==> src/rtl/hs_pkg.sv <==
package hs_pkg;

    typedef enum logic [2:0] {
        S_IDLE_UNARMED = 3'd0,
        S_ARMED        = 3'd1,
        S_GATE_NBW     = 3'd2,
        S_BUILDOUT     = 3'd3,
        S_RELOCK_WAIT  = 3'd4,
        S_WBW_TIMER    = 3'd5
    } hs_state_e;

    // Non-negative remainder of v modulo n (n > 0).
    function automatic int wrap_mod(input int v, input int n);
        int r;
        r = v % n;
        if (r < 0) r = r + n;
        return r;
    endfunction

endpackage

==> src/rtl/hs_phase_classify.sv <==
module hs_phase_classify #(
    parameter int PE_W    = 12,
    parameter int LOL_THR = 40,
    parameter int WIN_THR = 20
) (
    input  logic signed [PE_W-1:0] phase_err,
    output logic                   lol_hit,
    output logic                   in_window
);
    localparam int MW = PE_W + 1;
    localparam logic [MW-1:0] LOL_T = LOL_THR[MW-1:0];
    localparam logic [MW-1:0] WIN_T = WIN_THR[MW-1:0];

    logic signed [MW-1:0] err_ext;
    logic        [MW-1:0] err_mag;

    assign err_ext = {phase_err[PE_W-1], phase_err};

    always_comb begin
        if (err_ext[MW-1]) err_mag = MW'(-err_ext);
        else               err_mag = err_ext;
    end

    assign lol_hit   = (err_mag >= LOL_T);
    assign in_window = (err_mag <= WIN_T);

endmodule

==> src/rtl/hs_lock_counter.sv <==
module hs_lock_counter #(
    parameter int LOCK_CNT = 8
) (
    input  logic clk,
    input  logic rst,
    input  logic enable,
    input  logic sample,
    input  logic good,
    output logic done
);
    localparam int CW = $clog2(LOCK_CNT + 1);
    localparam logic [CW-1:0] TOP = CW'(LOCK_CNT);

    logic [CW-1:0] cnt_q;

    always_ff @(posedge clk) begin
        if (rst || !enable) begin
            cnt_q <= '0;
        end else if (sample) begin
            if (!good)            cnt_q <= '0;
            else if (cnt_q != TOP) cnt_q <= cnt_q + 1'b1;
        end
    end

    assign done = (cnt_q == TOP);

endmodule

==> src/rtl/hs_hold_timer.sv <==
module hs_hold_timer #(
    parameter int HOLD_CYC = 28
) (
    input  logic clk,
    input  logic rst,
    input  logic run,
    output logic expired
);
    localparam int TW = (HOLD_CYC > 1) ? $clog2(HOLD_CYC) : 1;
    localparam logic [TW-1:0] LAST = TW'(HOLD_CYC - 1);

    logic [TW-1:0] t_q;

    always_ff @(posedge clk) begin
        if (rst || !run) t_q <= '0;
        else if (t_q != LAST) t_q <= t_q + 1'b1;
    end

    assign expired = run && (t_q == LAST);

endmodule

==> src/rtl/hs_buildout_acc.sv <==
module hs_buildout_acc #(
    parameter int PE_W      = 12,
    parameter int FRAC_BITS = 4,
    parameter int DIV_N     = 16,
    localparam int FB_W     = $clog2(DIV_N)
) (
    input  logic                   clk,
    input  logic                   rst,
    input  logic                   capture,
    input  logic signed [PE_W-1:0] err_in,
    input  logic                   load,
    output logic [FB_W-1:0]        fb_phase
);
    localparam int MW     = PE_W + 1;
    localparam int HALF_I = 1 << (FRAC_BITS - 1);
    localparam logic signed [MW-1:0] RND_HALF = HALF_I[MW-1:0];

    logic signed [PE_W-1:0] err_q;
    logic signed [MW-1:0]   err_ext;
    logic signed [MW-1:0]   err_rnd;
    logic        [FB_W-1:0] fb_q;
    logic        [FB_W-1:0] fb_d;

    always_ff @(posedge clk) begin
        if (rst)          err_q <= '0;
        else if (capture) err_q <= err_in;
    end

    assign err_ext = {err_q[PE_W-1], err_q};
    assign err_rnd = (err_ext + RND_HALF) >>> FRAC_BITS;

    always_comb begin
        int sum;
        sum  = int'(fb_q) + int'(err_rnd);
        fb_d = FB_W'(hs_pkg::wrap_mod(sum, DIV_N));
    end

    always_ff @(posedge clk) begin
        if (rst)       fb_q <= '0;
        else if (load) fb_q <= fb_d;
    end

    assign fb_phase = fb_q;

endmodule

==> src/rtl/hitless_switch_ctrl.sv <==
module hitless_switch_ctrl #(
    parameter int PE_W        = 12,
    parameter int FRAC_BITS   = 4,
    parameter int LOL_THR     = 40,
    parameter int WIN_THR     = 20,
    parameter int LOCK_CNT    = 8,
    parameter int HOLD_CYC    = 28,
    parameter int DIV_N       = 16,
    parameter bit PBO_PRESENT = 1'b1,
    localparam int FB_W       = $clog2(DIV_N)
) (
    input  logic                   clk,
    input  logic                   rst,
    input  logic                   cmp_valid,
    input  logic signed [PE_W-1:0] phase_err,
    input  logic                   pbo_en,
    input  logic                   nbw_req,
    output logic                   pd_en,
    output logic                   nbw_sel,
    output logic                   armed,
    output logic [FB_W-1:0]        fb_phase,
    output logic [2:0]             state_o
);
    import hs_pkg::*;

    hs_state_e state_q, state_d;

    logic lol_hit, in_window;
    logic lock_done, hold_done;
    logic cnt_enable, trigger, build_go;
    logic force_nbw;

    hs_phase_classify #(
        .PE_W(PE_W), .LOL_THR(LOL_THR), .WIN_THR(WIN_THR)
    ) u_classify (
        .phase_err(phase_err),
        .lol_hit  (lol_hit),
        .in_window(in_window)
    );

    assign cnt_enable = (state_q == S_IDLE_UNARMED) || (state_q == S_RELOCK_WAIT);

    hs_lock_counter #(.LOCK_CNT(LOCK_CNT)) u_lock (
        .clk   (clk),
        .rst   (rst),
        .enable(cnt_enable),
        .sample(cmp_valid),
        .good  (in_window),
        .done  (lock_done)
    );

    hs_hold_timer #(.HOLD_CYC(HOLD_CYC)) u_hold (
        .clk    (clk),
        .rst    (rst),
        .run    (state_q == S_WBW_TIMER),
        .expired(hold_done)
    );

    assign trigger  = (state_q == S_ARMED) && cmp_valid && lol_hit;
    assign build_go = PBO_PRESENT && pbo_en;

    generate
        if (PBO_PRESENT) begin : g_pbo
            hs_buildout_acc #(
                .PE_W(PE_W), .FRAC_BITS(FRAC_BITS), .DIV_N(DIV_N)
            ) u_acc (
                .clk     (clk),
                .rst     (rst),
                .capture (trigger),
                .err_in  (phase_err),
                .load    (state_q == S_BUILDOUT),
                .fb_phase(fb_phase)
            );
        end else begin : g_no_pbo
            assign fb_phase = '0;
        end
    endgenerate

    // State register
    always_ff @(posedge clk) begin
        if (rst) state_q <= S_IDLE_UNARMED;
        else     state_q <= state_d;
    end

    // Next-state logic
    always_comb begin
        state_d = state_q;
        unique case (state_q)
            S_IDLE_UNARMED: if (lock_done) state_d = S_ARMED;
            S_ARMED:        if (trigger)   state_d = S_GATE_NBW;
            S_GATE_NBW:     state_d = build_go ? S_BUILDOUT : S_RELOCK_WAIT;
            S_BUILDOUT:     state_d = S_RELOCK_WAIT;
            S_RELOCK_WAIT:  if (lock_done) state_d = S_WBW_TIMER;
            S_WBW_TIMER:    if (hold_done) state_d = S_ARMED;
            default:        state_d = S_IDLE_UNARMED;
        endcase
    end

    // Outputs
    always_comb begin
        pd_en     = 1'b1;
        force_nbw = 1'b0;
        armed     = 1'b0;
        unique case (state_q)
            S_IDLE_UNARMED: ;
            S_ARMED:        armed = 1'b1;
            S_GATE_NBW,
            S_BUILDOUT:     begin pd_en = 1'b0; force_nbw = 1'b1; end
            S_RELOCK_WAIT,
            S_WBW_TIMER:    force_nbw = 1'b1;
            default:        ;
        endcase
        nbw_sel = force_nbw || nbw_req;
    end

    assign state_o = state_q;

endmodule

==> config.mk <==
export PLATFORM = sky130hd
export DESIGN_NAME = hitless_switch_ctrl
export DESIGN_NICKNAME = d
export VERILOG_FILES = /design/src/rtl/hs_pkg.sv /design/src/rtl/hs_phase_classify.sv /design/src/rtl/hs_lock_counter.sv /design/src/rtl/hs_hold_timer.sv /design/src/rtl/hs_buildout_acc.sv /design/src/rtl/hitless_switch_ctrl.sv
export SDC_FILE = /design/constraint.sdc
export NUM_CORES = 1
export LEC_CHECK = 0
export CAP_MARGIN = 40
export CORE_MARGIN = 5
export CORE_UTILIZATION = 55
export DETAILED_ROUTE_END_ITERATION = 6
export PLACE_DENSITY = 0.82
export RECOVER_POWER = 25
export SLEW_MARGIN = 20
export SYNTH_ARGS = -nofsm -noshare
export SYNTH_HDL_FRONTEND = slang
export SYNTH_SLANG_ARGS = --single-unit
==> constraint.sdc <==
create_clock -name clk -period 3.8 [get_ports clk]
set_input_delay 0.38 -clock clk [delete_from_list [all_inputs] [get_ports clk]]
set_output_delay 0.38 -clock clk [all_outputs]
set_load 0.02 [all_outputs]
==> out/qor.yml, run 1 <==
clock_tree:
  cts_buffers: 3
  cts_tree: "done"
  htreeDepth: 1
  ctsHoldBuffers: 0
  cts_setup_buffers: 0
  cts_buffer_depth: 2
  cts.sinks: 21
  clkLatencyLatePin_ns: 0.31
  cts_resized: 0
  cts_root_buffer: "clkbuf_4"
  path_clk_slew_ns: 0.12
floorplan:
  row_count: 18
  die_h_um: 60.1
  ios: 27
  die_area_um2: 3620
  die_w_um: 60.1
  core_region_area_um2: 2430
  initial_core_util_pct: 56.8
logic_synthesis:
  synth_fp_nets: 187
  synth_ff_type: "dfxtp_1"
  netlist_area_um2: 1380
  synth_edf_count: 0
  ys_async_sr_fraction_pct: 0
  synth_cells: 161
  synth_seq_cells: 21
  seq_area_frac_synth_pct: 30.4
  yosysWarningCount: 0
  syn_area_per_cell_um2: 8.59
  synth_cell_type_count: 40
sta:
  fin_crit_sh_pct: 61.2
  tns_ns: 0
  skew_ns: 0.00735
  timing.hold.ws_ns: 0.490
  finalCriticalPeriod_ns: 2.32
  worst_pin_slew_ns: 0.600
  finalMaxSlewViolations: 0
  setup_violations: 0
  fmax_mhz: 430
  final_hold_viol_count: 0
  grt_setup_unrepaired: "no"
  slew_headroom_pct: 59.9
critical_path:
  r2r_cells: 8
  path_class: "reg2out"
  crit_required_ns: 3.42
  worstSetupEndpointType: "output pin"
  r2r-start: "g_pbo.u_acc.err_q[3]$_SDFFE_PP0P_"
  reg2reg_to: "g_pbo.u_acc.fb_phase[3]$_SDFFE_PP0P_"
  cp-start-kind: "flop"
  reg2reg_slack_ns: 1.67
  path_max_fanout: 7
  cp_data_arrival_time_ns: 1.94
routing:
  routed_via_density: 5.58
  drtIter0Drc: 36
  firstDrtPassIters: 4
  drt-wirelength-per-cell_um: 13.5
  vias: 1223
  wl_um: 2950
  ant_nets: 0
  drcViolationCount: 0
finish:
  diodes: 0
  mostFrequentLayoutCells: "clkdlybuf4s50_1 (24), dfxtp_1 (21), nor2_1 (15), nand2b_1 (11), nand2_1 (10)"
  nFillCells: 206
  drive_gt1_share_pct: 5.82
  seq_area_um2: 420
  final_common_cell: "clkdlybuf4s50_1"
  final_nets: 216
  syn2layout_area_growth_pct: 22.9
  multi_input_area_um2: 925
worst_hold_path:
  min_to: "u_hold.t_q[1]$_SDFFE_PP0P_"
  hp-start: "u_hold.t_q[1]$_SDFFE_PP0P_"
  hold_path_class: "reg2reg"
  hold_depth: 2
global_routing:
  grt_pass1_wl_um: 5110
  grt_remaining_overflow: 0
  grt_pass1_vias: 1257
  grt_util_all_layers_pct: 18.4
  grt_max_degree: 21
  antenna_found_initial: 0
pwr:
  p_leak_nw: 0.651
  ir_worst_vdd_v: 0.000216
  p_per_area_nw_per_um2: 232
placement:
  hpwl_um: 2400
  portBuffers: 26
  gp_congestion: 0.867
outcome:
  outcome: "complete, no violations"
run:
  timing.max_cap.violations: 0
per-layer routing:
| layer | track usage [%] | vias up | routed length [um] |
|---|---|---|---|
| met5 | 0 | - | 0 |
| met4 | 7.59 | 0 | 58 |
| met3 | 2.16 | 5 | 142 |
| met1 | 19.7 | 556 | 1190 |
| met2 | 35.5 | 36 | 1560 |
| li1 | - | 626 | - |
metrics by stage:
step	utilization [%]	instances	cell area (um2)	setup WS [ns]	power, mW
detailed placement	68.8	215	1670	1.22	0.291
floorplan	-	161	1380	1.83	0.261
finish	69.9	219	1700	1.48	0.394
global placement	68.8	215	1670	1.28	0.288
CTS	69.9	219	1700	1.47	0.399
global route	69.9	219	1700	1.36	0.414
worst max-delay path, cell delays in order, from the launching register on:
cell	delay (ns)
dfxtp_1	0.42
inv_1	0.09
nor2_1	0.35
or3_1	0.17
clkdlybuf4s50_1	0.60
cell type report:
class	instances	share of cell area [%]
Tap cell	30	2.21
Clock buffer	4	1.55
Sequential cell	21	24.7
Inverter	8	1.77
Multi-Input combinational cell	130	54.4
Timing Repair Buffer	26	15.3
synth_stat cells, types with 2 or more instances:
library cell / n / area, um2
a21boi_0: 2 / 15.0
a21o_1: 2 / 15.0
a21oi_1: 8 / 40.0
a31oi_1: 2 / 12.5
clkbuf_1: 2 / 7.51
dfxtp_1: 21 / 420
ha_1: 8 / 100
inv_1: 8 / 30.0
mux2i_1: 7 / 70.1
nand2_1: 10 / 37.5
nand2b_1: 11 / 68.8
nand3_1: 7 / 35.0
nand4_1: 3 / 18.8
nor2_1: 15 / 56.3
nor2b_1: 3 / 18.8
nor3_1: 4 / 20.0
o21a_1: 2 / 15.0
o21ai_0: 6 / 30.0
or3_1: 6 / 37.5
xnor2_1: 6 / 52.6
xor2_1: 9 / 78.8
sequential cells by signal, indices dropped and copies added, names as in the netlist:
signal / cells
u_lock.cnt_q: 4
u_hold.t_q: 5
state_o: 3
g_pbo.u_acc.fb_phase: 4
g_pbo.u_acc.err_q: 5
how the worst max path moves through the flow:
stage	endpoint	startpoint
after floorplan	state_o[1]$_SDFFE_PP0P_	phase_err[7]
after global placement	state_o[1]$_SDFFE_PP0P_	phase_err[6]
after detailed placement	state_o[1]$_SDFFE_PP0P_	phase_err[6]
after CTS	nbw_sel	state_o[1]$_SDFFE_PP0P_
after global routing	nbw_sel	state_o[1]$_SDFFE_PP0P_
final	nbw_sel	state_o[1]$_SDFFE_PP0P_
logic make-up after synthesis:
group / synth area share (%)
compound gates: 16.0
simple gates: 27.6
flops: 30.4
buf+inv: 2.72
fa+ha+maj: 8.69
xor+xnor: 9.50
mux: 5.07
power by group:
| group | leakage, nW | switching, mW | internal [mW] |
|---|---|---|---|
| clock | 0.0150 | 0.0672 | 0.0410 |
| sequential | 0.169 | 0.000648 | 0.221 |
| combinational | 0.467 | 0.0325 | 0.0323 |
| total | 0.651 | 0.100 | 0.294 |
No activity file was read; power rests on OpenSTA's default activity.
==> inputs of run 2 (changes only) <==
--- a/config.mk
+++ b/config.mk
@@ -7,9 +7,9 @@
 export LEC_CHECK = 0
 export CAP_MARGIN = 40
 export CORE_MARGIN = 5
-export CORE_UTILIZATION = 55
+export CORE_UTILIZATION = 46
 export DETAILED_ROUTE_END_ITERATION = 6
-export PLACE_DENSITY = 0.82
+export PLACE_DENSITY = 0.73
 export RECOVER_POWER = 25
 export SLEW_MARGIN = 20
 export SYNTH_ARGS = -nofsm -noshare
==> constraint.sdc (replaced) <==
create_clock -name clk -period 2.05 [get_ports clk]
set_input_delay 0.205 -clock clk [delete_from_list [all_inputs] [get_ports clk]]
set_output_delay 0.205 -clock clk [all_outputs]
set_load 0.02 [all_outputs]
==> run 2 against run 1 <==
Via count is 5.4% higher. Die area grew 16%. Cell area is 11% higher. Power increased by 91%. Global-route usage down 2.9 points. Critical path type is now in2reg. Setup slack lost 1.4 ns.
==> out/qor.yml, run 2 (same netlist as run 1, synthesis figures left out) <==
outcome:
  outcome: "complete, no violations"
clock_tree:
  clkLatencyLatePin_ns: 0.30  # about the same
  path_clk_slew_ns: 0.11  # about the same
  ctsHoldBuffers: 0  # unchanged
  cts_buffer_depth: 2  # unchanged
  cts_tree: "done"
  cts.sinks: 21  # unchanged
  htreeDepth: 1  # unchanged
  cts_buffers: 3  # unchanged
  cts_root_buffer: "clkbuf_4"
critical_path:
  reg2reg_slack_ns: 0.13  # -1.54 ns
  cpPeakStageDelay_ns: 0.41  # -0.19 ns
  crit_chain: "clkdlybuf4s50_1 -> or3_4 -> buf_4 -> nor4_1 -> o21ai_0 -> o311a_2 -> a31oi_4 -> mux2i_1"
  crit_required_ns: 2.27  # -1.15 ns
  r2r-start: "g_pbo.u_acc.err_q[3]$_SDFFE_PP0P_"
  reg2reg_to: "g_pbo.u_acc.fb_phase[3]$_SDFFE_PP0P_"
  cp_data_arrival_time_ns: 2.21  # +0.27 ns
  path_class: "in2reg"
  worst_path_max_delay_cell: "clkdlybuf4s50_1"
  path_max_fanout: 7  # unchanged
  worstSetupEndpointType: "flop"
  r2r_cells: 8  # unchanged
  cp-start-kind: "input pin"
worst_hold_path:
  hold_path_class: "in2reg"
  min_to: "g_pbo.u_acc.err_q[3]$_SDFFE_PP0P_"
  hp-start: "phase_err[3]"
  hold_depth: 4  # +2
finish:
  largestRegisters: "g_pbo.u_acc.err_q x5, u_hold.t_q x5"
  multi_input_area_um2: 961  # +3.9%
  mostFrequentLayoutCells: "dfxtp_1 (19), buf_4 (19), clkdlybuf4s50_1 (18), nor2_1 (14), nand2b_1 (11)"
  fin_cells: 239  # +9.1%
  seq_area_um2: 423  # +0.60%
  diodes: 0  # unchanged
  nFillCells: 240  # +17%
  final_nets: 235  # +8.8%
  syn2layout_area_growth_pct: 36.0
  drive_gt1_share_pct: 17.8  # +12 points
sta:
  final_hold_viol_count: 0  # unchanged
  grt_setup_unrepaired: "no"
  setup_violations: 0  # unchanged
  fmax_mhz: 504
  finalCriticalPeriod_ns: 1.99
  finalMaxSlewViolations: 0  # unchanged
  slew_headroom_pct: 74.2  # +14 points
  worst_pin_slew_ns: 0.386  # -0.213 ns
  fin_crit_sh_pct: 96.9
  skew_ns: 0.00242  # -0.00492 ns
routing:
  drtIter0Drc: 60  # +67%
  firstDrtPassIters: 5  # +1
  drcViolationCount: 0  # unchanged
  drt-wirelength-per-cell_um: 13.3  # -1.4%
  routed_via_density: 5.39  # -3.4%
  vias: 1289  # +5.4%
  ant_nets: 0  # unchanged
  wl_um: 3170  # +7.6%
placement:
  place_inst: 233  # +8.4%
  portBuffers: 26  # unchanged
  gp_congestion: 0.943  # +8.8%
  hpwl_um: 2520  # +5.0%
floorplan:
  ios: 27  # unchanged
  die_w_um: 64.8  # +7.8%
  core_region_area_um2: 2830  # +16%
  initial_core_util_pct: 48.9  # -8.0 points
  die_area_um2: 4200  # +16%
  die_h_um: 64.8  # +7.8%
  row_count: 19  # +1
global_routing:
  grt_max_degree: 15  # -29%
  grt_pass1_vias: 1289  # +2.5%
  grt_util_all_layers_pct: 15.5  # -2.9 points
  grt_remaining_overflow: 0  # unchanged
  antenna_found_initial: 0  # unchanged
  grt_pass1_wl_um: 5310  # +3.9%
run:
  timing.max_cap.violations: 0  # unchanged
pwr:
  p_per_area_nw_per_um2: 401  # +73%
  p_leak_nw: 0.777  # +19%
  power.total_mw: 0.754  # +91%
  ir_worst_vdd_v: 0.000197  # -8.6%
[run 2: worst max path at each step]
stage,from,end,slack [ns],cells after the start
finish,phase_err[7],g_pbo.u_acc.err_q[4]$_SDFFE_PP0P_,0.06,8
global placement,phase_err[7],state_o[1]$_SDFFE_PP0P_,-0.23,7
floorplan,g_pbo.u_acc.err_q[3]$_SDFFE_PP0P_,g_pbo.u_acc.fb_phase[3]$_SDFFE_PP0P_,0.15,8
detailed placement,phase_err[0],g_pbo.u_acc.err_q[4]$_SDFFE_PP0P_,-0.34,9
global route,g_pbo.u_acc.err_q[3]$_SDFFE_PP0P_,g_pbo.u_acc.fb_phase[3]$_SDFFE_PP0P_,0.009,8
CTS,state_o[1]$_SDFFE_PP0P_,nbw_sel,0.05,4
[run 2: power by group]
| group | total (mW) | leakage, nW | internal, mW | switching, mW |
|---|---|---|---|---|
| clock | 0.198 | 0.0150 | 0.0759 | 0.122 |
| sequential | 0.411 | 0.170 | 0.409 | 0.00127 |
| combinational | 0.145 | 0.592 | 0.0794 | 0.0654 |
| total | 0.754 | 0.777 | 0.565 | 0.189 |
[run 2: per-stage QoR]
step	hold WS, ns	TNS, ns	utilization [%]	setup slack, ns	cell area [um2]
final	0.456	0	66.5	0.0646	1880
after floorplan	0.360	0	-	0.151	1380
after detailed placement	0.474	-2.71	63.7	-0.336	1800
after CTS	0.455	0	65.5	0.0477	1850
after global placement	0.464	-2.02	63.7	-0.229	1800
after global routing	0.473	0	66.5	0.00882	1880
[run 2: layer usage]
metal  global-route usage, %  share of wire [%]  wire (um)  vias up
met3                    2.25                4.7        148        4
met4                    6.86                1.3         40        0
met2                    29.4                 53       1680       37
met5                       0                  0          0        -
met1                    16.8                 41       1310      586
li1                        -                  -          -      662
[run 2: layout make-up]
| class | count | share of cell area (%) |
|---|---|---|
| Clock buffer | 4 | 1.40 |
| Inverter | 8 | 1.60 |
| Multi-Input combinational cell | 130 | 51.1 |
| Sequential cell | 21 | 22.5 |
| Tap cell | 31 | 2.06 |
| Timing Repair Buffer | 45 | 21.4 |
[run 2: worst max-delay path, delay by kind of cell]
family | cells | cell delay, ns
muxes | 1 | 0.26
AOI/OAI and AO/OA | 3 | 0.61
buffers and inverters | 2 | 0.57
and+or+nand+nor | 2 | 0.57
[run 2: what timing repair did]
item | in CTS | in global routing
endpoints found under the setup margin | 3 | 3
gates resized for setup | 8 | 8
pin swaps | 5 | 0
buffers inserted | 2 | 0
gates cloned | 0 | 0
==> inputs of run 3 (changes only) <==
--- a/config.mk
+++ b/config.mk
@@ -5,9 +5,10 @@
 export SDC_FILE = /design/constraint.sdc
 export NUM_CORES = 1
 export LEC_CHECK = 0
+export ABC_AREA = 1
 export CAP_MARGIN = 40
 export CORE_MARGIN = 5
-export CORE_UTILIZATION = 46
+export CORE_UTILIZATION = 47
 export DETAILED_ROUTE_END_ITERATION = 6
 export PLACE_DENSITY = 0.73
 export RECOVER_POWER = 25
==> run 3 against run 2 <==
Largest cell class unchanged. Worst hold slack improved by 0.011 ns. Setup slack improved by 0.060 ns. Critical path depth increased by 1. Via count increased by 16%. Critical path type is now reg2reg. Power increased by 2.0%. Routed wire length about the same. Largest power group unchanged. Final cell count increased by 28%.
==> out/qor.yml, run 3 <==
outcome:
  outcome: "complete, no violations"
clock_tree:
  ctsHoldBuffers: 0  # unchanged
  cts_tree: "done"
  htreeDepth: 1  # unchanged
  cts_buffer_depth: 2  # unchanged
  clkLatencyLatePin_ns: 0.30  # about the same
  path_clk_slew_ns: 0.12  # about the same
  cts_setup_buffers: 0  # -2
  cts.sinks: 21  # unchanged
  cts_root_buffer: "clkbuf_4"
  cts_buffers: 3  # unchanged
logic_synthesis:
  synth_fp_nets: 252  # +35%
  synth_cell_type_count: 31  # -23%
  seq_area_frac_synth_pct: 27.4  # -3.0 points
  yosysWarningCount: 0  # unchanged
  yosys-top-cells-area: "dfxtp_1 (27%), nand2_1 (10%), nand3_1 (7.8%)"
  synth_ff_type: "dfxtp_1"
  yosys.area_share.simple_pct: 37.4  # +9.8 points
  synth_edf_count: 0  # unchanged
  synth_seq_cells: 21  # unchanged
  synthMostInstantiatedCell: "nand2_1"
  muxShareOfSynthArea_pct: 0  # -5.1 points
  synth_fa_ha_area_share_pct: 7.83  # -0.86 points
  synth_cells: 226  # +40%
  syn_area_per_cell_um2: 6.79  # -21%
  synth_top_family_by_area: "simple AND/OR/NAND/NOR gates"
  netlist_area_um2: 1530  # +11%
  synthXorXnorAreaFrac_pct: 5.71  # -3.8 points
  synth.largest_area_cell: "dfxtp_1"
  synth_common_cells: "nand2_1 (41), inv_1 (29), nand3_1 (24), dfxtp_1 (21), nor2_1 (20)"
  netlist.area_leader.share_pct: 27.4  # -3.0 points
  ys_async_sr_fraction_pct: 0  # unchanged
  synth_compound_area_share_pct: 12.6  # -3.5 points
placement:
  place_inst: 303  # +30%
  gp_congestion: 0.889  # -5.8%
  hpwl_um: 2560  # +1.6%
  portBuffers: 26  # unchanged
floorplan:
  core_region_area_um2: 3100  # +9.7%
  die_h_um: 67.1  # +3.6%
  die_area_um2: 4510  # +7.2%
  initial_core_util_pct: 49.4  # +0.56 points
  die_w_um: 67.1  # +3.6%
  row_count: 20  # +1
  ios: 27  # unchanged
global_routing:
  grt_remaining_overflow: 0  # unchanged
  grt_util_all_layers_pct: 15.0  # -0.49 points
  grt_max_degree: 14  # -1
  antenna_found_initial: 0  # unchanged
  top_usage_layer: "met2"
  grtUsageMet2_pct: 26.3  # -3.1 points
  grt_pass1_vias: 1336  # +3.6%
  gr-usage-met3_pct: 1.16  # -1.1 points
  grt_util_met1_pct: 18.9  # +2.1 points
  grt_pass1_wl_um: 5400  # +1.5%
sta:
  fmax_mhz: 519  # +3.1%
  finalMaxSlewViolations: 0  # unchanged
  setup_violations: 0  # unchanged
  skew_ns: 0.000851  # -0.00157 ns
  finalCriticalPeriod_ns: 1.93  # -0.0601 ns
  fin_crit_sh_pct: 93.9  # -2.9 points
  slew_headroom_pct: 63.4  # -11 points
  final_hold_viol_count: 0  # unchanged
  worst_pin_slew_ns: 0.545  # +0.158 ns
worst_hold_path:
  hold_path_class: "reg2reg"
  hold_depth: 2  # -2
  hp-start: "g_pbo.u_acc.fb_phase[3]$_SDFFE_PP0P_"
  min_to: "g_pbo.u_acc.fb_phase[3]$_SDFFE_PP0P_"
pwr:
  switching_share_pct: 27.3  # +2.2 points
  power_frac_seq_pct: 53.7  # -0.8 points
  p_leak_nw: 0.911  # +17%
  p_per_area_nw_per_um2: 397  # -1.1%
  p_switching_mw: 0.210  # +11%
  comb_power_share_pct: 20.0  # +0.8 points
  ir_worst_vdd_v: 0.000172  # -13%
  p_int_mw: 0.559  # -0.96%
  p_clk_share_pct: 26.3  # about the same
finish:
  fin_util_pct: 62.5  # -4.0 points
  largestRegisters: "g_pbo.u_acc.err_q x5, u_hold.t_q x5"
  final_common_cell: "nand2_1"
  final_nets: 290  # +23%
  mostFrequentLayoutCells: "nand2_1 (41), inv_1 (29), nand3_1 (24), clkdlybuf4s50_1 (24), dfxtp_1 (21)"
  fin_cells: 307  # +28%
  diodes: 0  # unchanged
  drive_gt1_share_pct: 15.6  # -2.2 points
  syn2layout_area_growth_pct: 26.4
critical_path:
  path_class: "reg2reg"
  crit_required_ns: 2.26  # about the same
  path_max_fanout: 3  # -4
  cp-start-kind: "flop"
  worstSetupEndpointType: "flop"
  reg2reg_slack_ns: 0.12  # about the same
  r2r_cells: 9  # +1
  r2r-start: "g_pbo.u_acc.err_q[4]$_SDFFE_PP0P_"
  cp_data_arrival_time_ns: 2.13  # -0.08 ns
  reg2reg_to: "g_pbo.u_acc.fb_phase[3]$_SDFFE_PP0P_"
routing:
  drtIter0Drc: 96  # +60%
  vias: 1495  # +16%
  ant_nets: 0  # unchanged
  firstDrtPassIters: 4  # -1
  routed_via_density: 4.87  # -9.7%
  drcViolationCount: 0  # unchanged
  wl_um: 3170  # about the same
  drt-wirelength-per-cell_um: 10.3  # -22%
run:
  timing.max_cap.violations: 0  # unchanged
-- run 3: cell families (layout without fill, tap and decap cells) --
family / Yosys count / count (layout)
adders and majority gates: 9 / 9
AOI/OAI and AO/OA: 36 / 36
DFF: 21 / 21
xor gates and xnor gates: 10 / 10
buffers and inverters: 34 / 71
and+or+nand+nor: 116 / 116
-- run 3: per-layer routing --
| metal | part of all wire, % | wire length [um] |
|---|---|---|
| met1 | 47 | 1500 |
| met2 | 46 | 1470 |
| met3 | 4.9 | 155 |
| met4 | 1.3 | 42 |
| met5 | 0 | 0 |
-- run 3: worst max-delay path, stage by stage, from the launching register on --
cell	delay, ns
dfxtp_1	0.39
ha_2	0.23
xor2_2	0.18
ha_1	0.25
a21o_1	0.17
a21oi_1	0.15
xor2_1	0.17
nand2_1	0.08
o21ai_0	0.16
a21oi_1	0.05
-- run 3: worst max-delay path by stage --
stage                                           start                                    to  slack (ns)  depth (start not counted)
floorplan           g_pbo.u_acc.err_q[3]$_SDFFE_PP0P_  g_pbo.u_acc.fb_phase[3]$_SDFFE_PP0P_        0.22                          9
global placement                         phase_err[0]          u_lock.cnt_q[2]$_SDFFE_PP0P_       0.006                         13
detailed placement                       phase_err[0]          u_lock.cnt_q[1]$_SDFFE_PP0P_       -0.02                         13
CTS                           state_o[1]$_SDFFE_PP0P_                                 armed        0.04                          4
global route        g_pbo.u_acc.err_q[3]$_SDFFE_PP0P_  g_pbo.u_acc.fb_phase[3]$_SDFFE_PP0P_       -0.03                          9
finish              g_pbo.u_acc.err_q[4]$_SDFFE_PP0P_  g_pbo.u_acc.fb_phase[3]$_SDFFE_PP0P_        0.12                          9
-- run 3: repair_timing --
item	CTS	global route
hold endpoints to repair	0	0
setup endpoints to repair	0	2
gates resized for setup	0	3
-- run 3: area by class of cell --
| cell class | count | area (um2) |
|---|---|---|
| fill | 303 | 1160 |
| multi-input combinational | 171 | 985 |
| sequential | 21 | 420 |
| timing repair buffer | 35 | 330 |
| inverter | 32 | 123 |
| tap | 44 | 55.1 |
| clock buffer | 4 | 26.3 |
-- run 3: through the flow --
| step | instance area, um2 | hold WS (ns) | worst slack, ns | TNS, ns | power [mW] |
|---|---|---|---|---|---|
| 2_1_floorplan | 1530 | 0.274 | 0.224 | 0 | 0.510 |
| 3_3_place_gp | 1900 | 0.453 | 0.00592 | 0 | 0.575 |
| 3_5_place_dp | 1900 | 0.453 | -0.0236 | -0.0438 | 0.576 |
| 4_1_cts | 1930 | 0.473 | 0.0434 | 0 | 0.776 |
| 5_1_grt | 1940 | 0.499 | -0.0258 | -0.0258 | 0.804 |
| 6_report | 1940 | 0.466 | 0.125 | 0 | 0.769 |
-- run 3: power by group through the flow --
stage	Clock, mW	Sequential [mW]	Combinational [mW]
after floorplan	0	0.421	0.0881
after global placement	0	0.422	0.153
after detailed placement	0	0.422	0.154
after CTS	0.208	0.413	0.155
after global routing	0.220	0.414	0.171
final	0.202	0.413	0.154
